<file path="src/rtl/lin_scan_seq.sv">
module lin_scan_seq #(
  parameter int NPIX = 344,
  parameter int LEAD = 29
) (
  input  logic            clk,
  input  logic            rst,
  input  logic            gstart,
  input  logic            lstart,
  input  logic            first_die,
  output logic [NPIX-1:0] pix_sel,
  output logic            vid_en,
  output logic            amp_en,
  output logic            eos
);
  localparam int IW = $clog2(NPIX);
  localparam int CW = $clog2(LEAD + 1);

  typedef enum logic [1:0] {ST_IDLE, ST_LEAD, ST_SCAN} st_t;

  st_t           st;
  logic [CW-1:0] lcnt;
  logic [IW-1:0] idx;
  logic          go;

  assign go = first_die ? gstart : lstart;

  always_ff @(posedge clk) begin
    if (rst) begin
      st     <= ST_IDLE;
      lcnt   <= '0;
      idx    <= '0;
      amp_en <= 1'b0;
    end else begin
      amp_en <= first_die;
      if (go) begin
        st   <= ST_LEAD;
        lcnt <= first_die ? CW'(1) : CW'(LEAD);
      end else begin
        case (st)
          ST_LEAD:
            if (lcnt == CW'(LEAD)) begin
              st  <= ST_SCAN;
              idx <= '0;
            end else begin
              lcnt <= lcnt + 1'b1;
            end
          ST_SCAN:
            if (idx == IW'(NPIX - 1)) st <= ST_IDLE;
            else idx <= idx + 1'b1;
          default: st <= ST_IDLE;
        endcase
      end
    end
  end

  assign vid_en = (st == ST_SCAN);
  assign eos    = (st == ST_SCAN) && (idx == IW'(NPIX - 2));

  for (genvar i = 0; i < NPIX; i++) begin : g_sel
    assign pix_sel[i] = (st == ST_SCAN) && (idx == IW'(i));
  end
endmodule

</file>
<file path="config.mk">
export PLATFORM = sky130hd
export DESIGN_NAME = lin_scan_seq
export DESIGN_NICKNAME = d
export VERILOG_FILES = /design/src/rtl/lin_scan_seq.sv
export SDC_FILE = /design/constraint.sdc
export NUM_CORES = 1
export LEC_CHECK = 0
export ABC_AREA = 1
export ABC_CLOCK_PERIOD_IN_PS = 2600
export CAP_MARGIN = 20
export CELL_PAD_IN_SITES_DETAIL_PLACEMENT = 0
export CELL_PAD_IN_SITES_GLOBAL_PLACEMENT = 1
export CORE_ASPECT_RATIO = 1.1
export CORE_MARGIN = 5
export CORE_UTILIZATION = 17
export CTS_CLUSTER_DIAMETER = 60
export DETAILED_ROUTE_END_ITERATION = 8
export PLACE_DENSITY_LB_ADDON = 0.1
export SYNTH_ARGS = -nofsm -noshare
export SYNTH_HDL_FRONTEND = slang
export SYNTH_SLANG_ARGS = --single-unit
export TNS_END_PERCENT = 50
</file>
<file path="constraint.sdc">
create_clock -name clk -period 2.6 [get_ports clk]
set_clock_uncertainty 0.1 [all_clocks]
set_input_delay 0.52 -clock clk [delete_from_list [all_inputs] [get_ports clk]]
set_output_delay 0.52 -clock clk [all_outputs]
set_load 0.03 [all_outputs]
</file>
==> metrics.yaml <==
outcome: "complete, no violations"
synth-async-reset-ratio_pct: 0
cpPeakStageDelay_ns: 0.37
initial_core_util_pct: 17.2
grt_antenna_before_repair: 0
p_leak_nw: 3.12
area_growth_pct: 107
first_iter_violations: 231
post-synth-top-count-cell: "nor2_1"
cts-root-buf: "clkbuf_16"
vdd.ir_drop.worst_mv: 0.160
cts_sinks: 17
worstMarginPinSlew_ns: 0.721
r2r_cells: 8
clock_latency_ns: 0.25
p_per_area_mw_per_mm2: 101
firstDrtPassIters: 4
viasPerCell: 4.17
hold_depth: 2
cp-start-kind: "flip-flop"
finalHoldViolations: 0
arrival_ns: 1.87
gp_congestion: 0.855
grt_pass1_wl_mm: 32.8
clk_pin_slew_ns: 0.05
synth_common_cells: "384 x nor2_1, 54 x nand2_1, 53 x inv_1"
grt.total_usage_pct: 20.8
cp_max_fo: 14
syn_area_mm2: 0.00305
fin_util_pct: 35.7
synth_warnings: 0
synthFlopType: "dfxtp_1"
wl_per_cell_um: 19.0
crit_chain: "inv_1 > ha_1 > inv_1 > nor2_1 > buf_4 > nand2_1 > buf_6 > nor2_1 > buf_4"
antennaDiodeCount: 0
rsz0062_at_grt: "yes"
grt_max_degree: 17
vias: 5111
overflow: 0
syn_nets: 640
hpwlAfterDp_mm: 18.9
post-route-period-util_pct: 95.9
setup-violations-final: 0
place_inst: 1220
first_global_vias: 4999
synth_cell_types: 31
die_w_um: 138
synth_edf_count: 0
h-tree-depth: 1
core_mm2: 0.0177
worstSetupEndpointType: "output pin"
finalNetCount: 1000
slew_headroom_pct: 51.9
routed_wl_mm: 23.3
synth_cells: 628
synth_top_area_cell: "nor2_1"
final_layout_size_suffix_gt1_share_pct: 42.1
fin_cells: 1225
crit_path_top_delay_cell: "dfxtp_2"
cts_max_path_buffers: 2
portBuffers: 351
syn_avg_cell_area_um2: 4.85
finalCriticalPeriod_ns: 2.49
fp.dieH_um: 150
slew_viol_final: 0
io-pin-count: 352
fmax_ghz: 0.401
cap_violations: 0
synth_area_leaders: "nor2_1 47%, dfxtp_1 11%, nand2_1 6.7%"
postRouteAntennaNets: 0
synth_seq_cells: 17
fp-row-count: 51
cts_tree: "built"
dieArea_mm2: 0.0207
drc_errors: 0
hold_path_class: "flip-flop to flip-flop"
crit_type: "flip-flop to output pin"
nFillCells: 2045
synth_top_cell_area_share_pct: 47.3
seq_area_frac_synth_pct: 11.2
cts_buffers: 3
crit_required_ns: 1.98
## cell usage in the layout (no fill, tap or decap), types with 5 or more instances in the layout
cell / netlist / final
buf_4: 2 / 356
ha_1: 7 / 7
dlygate4sd2_1: 0 / 20
a21oi_1: 8 / 8
nand3_1: 11 / 11
nor2_1: 384 / 383
dfxtp_1: 17 / 14
nand2_1: 54 / 50
nor2_2: 6 / 7
o21ai_0: 5 / 5
nand2_2: 12 / 13
clkdlybuf4s50_1: 0 / 6
nand2_4: 5 / 8
buf_12: 0 / 9
inv_1: 53 / 52
## where the power goes
| group | internal (mW) | switching, mW | leakage, nW |
|---|---|---|---|
| logic | 0.0197 | 0.0293 | 2.94 |
| registers | 0.268 | 0.00701 | 0.140 |
| clock network | 0.208 | 0.104 | 0.0382 |
## routing by layer
metal	global-route usage [%]	vias up	part of all wire, %
met2	37.8	232	50
met3	4.65	14	8.6
met4	2.89	0	1.4
met5	0	-	0
met1	25.4	2307	40
li1	-	2558	-
## per-stage QoR
step	total power [mW]	instance area (um2)	hold WS [ns]	worst slack (ns)	TNS [ns]
final	0.637	6310	0.409	0.107	0
after global routing	0.667	6310	0.434	-0.0196	-0.0543
after CTS	0.646	6280	0.408	0.0113	0
after detailed placement	0.331	6210	0.410	0.102	0
after global placement	0.331	6210	0.409	0.127	0
after floorplan	0.311	3050	0.381	0.353	0
## final timing paths
kind                from  slack (ns)          end
setup / recovery  idx[0]        0.11  pix_sel[10]
hold / removal    idx[1]        0.41       idx[1]
setup reg to reg  idx[1]        0.83       idx[8]
hold reg to reg   idx[1]        0.41       idx[1]
## registers in the layout, summed over array words and instances, names as in the netlist
name    flops
idx         9
amp_en      1
st          2
lcnt        5
## logic make-up (layout without fill, tap and decap cells)
group	after synthesis	after routing	share of synthesized area [%]
AND/OR/NAND/NOR	484	484	65.2
XOR/XNOR	3	3	0.863
flip-flops	17	17	11.2
buffers and inverters	97	456	16.2
adder cells (fa/ha/maj)	7	7	2.87
AO/OA/AOI/OAI	20	20	3.66
## worst max-delay path, delay by kind of cell (launching register included)
family	cells	cell delay (ns)
buf+inv	5	0.78
flops	1	0.37
simple gates	3	0.27
fa+ha+maj	1	0.19
## timing repair
| action | CTS | global route |
|---|---|---|
| hold buffers | 0 | 0 |
| endpoints found under the setup margin | 60 | 100 |
| pin swaps | 1 | 0 |
| buffers inserted | 1 | 0 |
| resized for setup | 26 | 19 |
## layout make-up
cell class / instances / area [um2] / area share [%]
Clock buffer: 4 / 78.8 / 1.25
Inverter: 54 / 203 / 3.21
Multi-Input combinational cell: 514 / 2240 / 35.5
Sequential cell: 17 / 344 / 5.45
Tap cell: 238 / 298 / 4.72
Timing Repair Buffer: 398 / 3150 / 49.9
No activity file was read; power rests on OpenSTA's default activity.
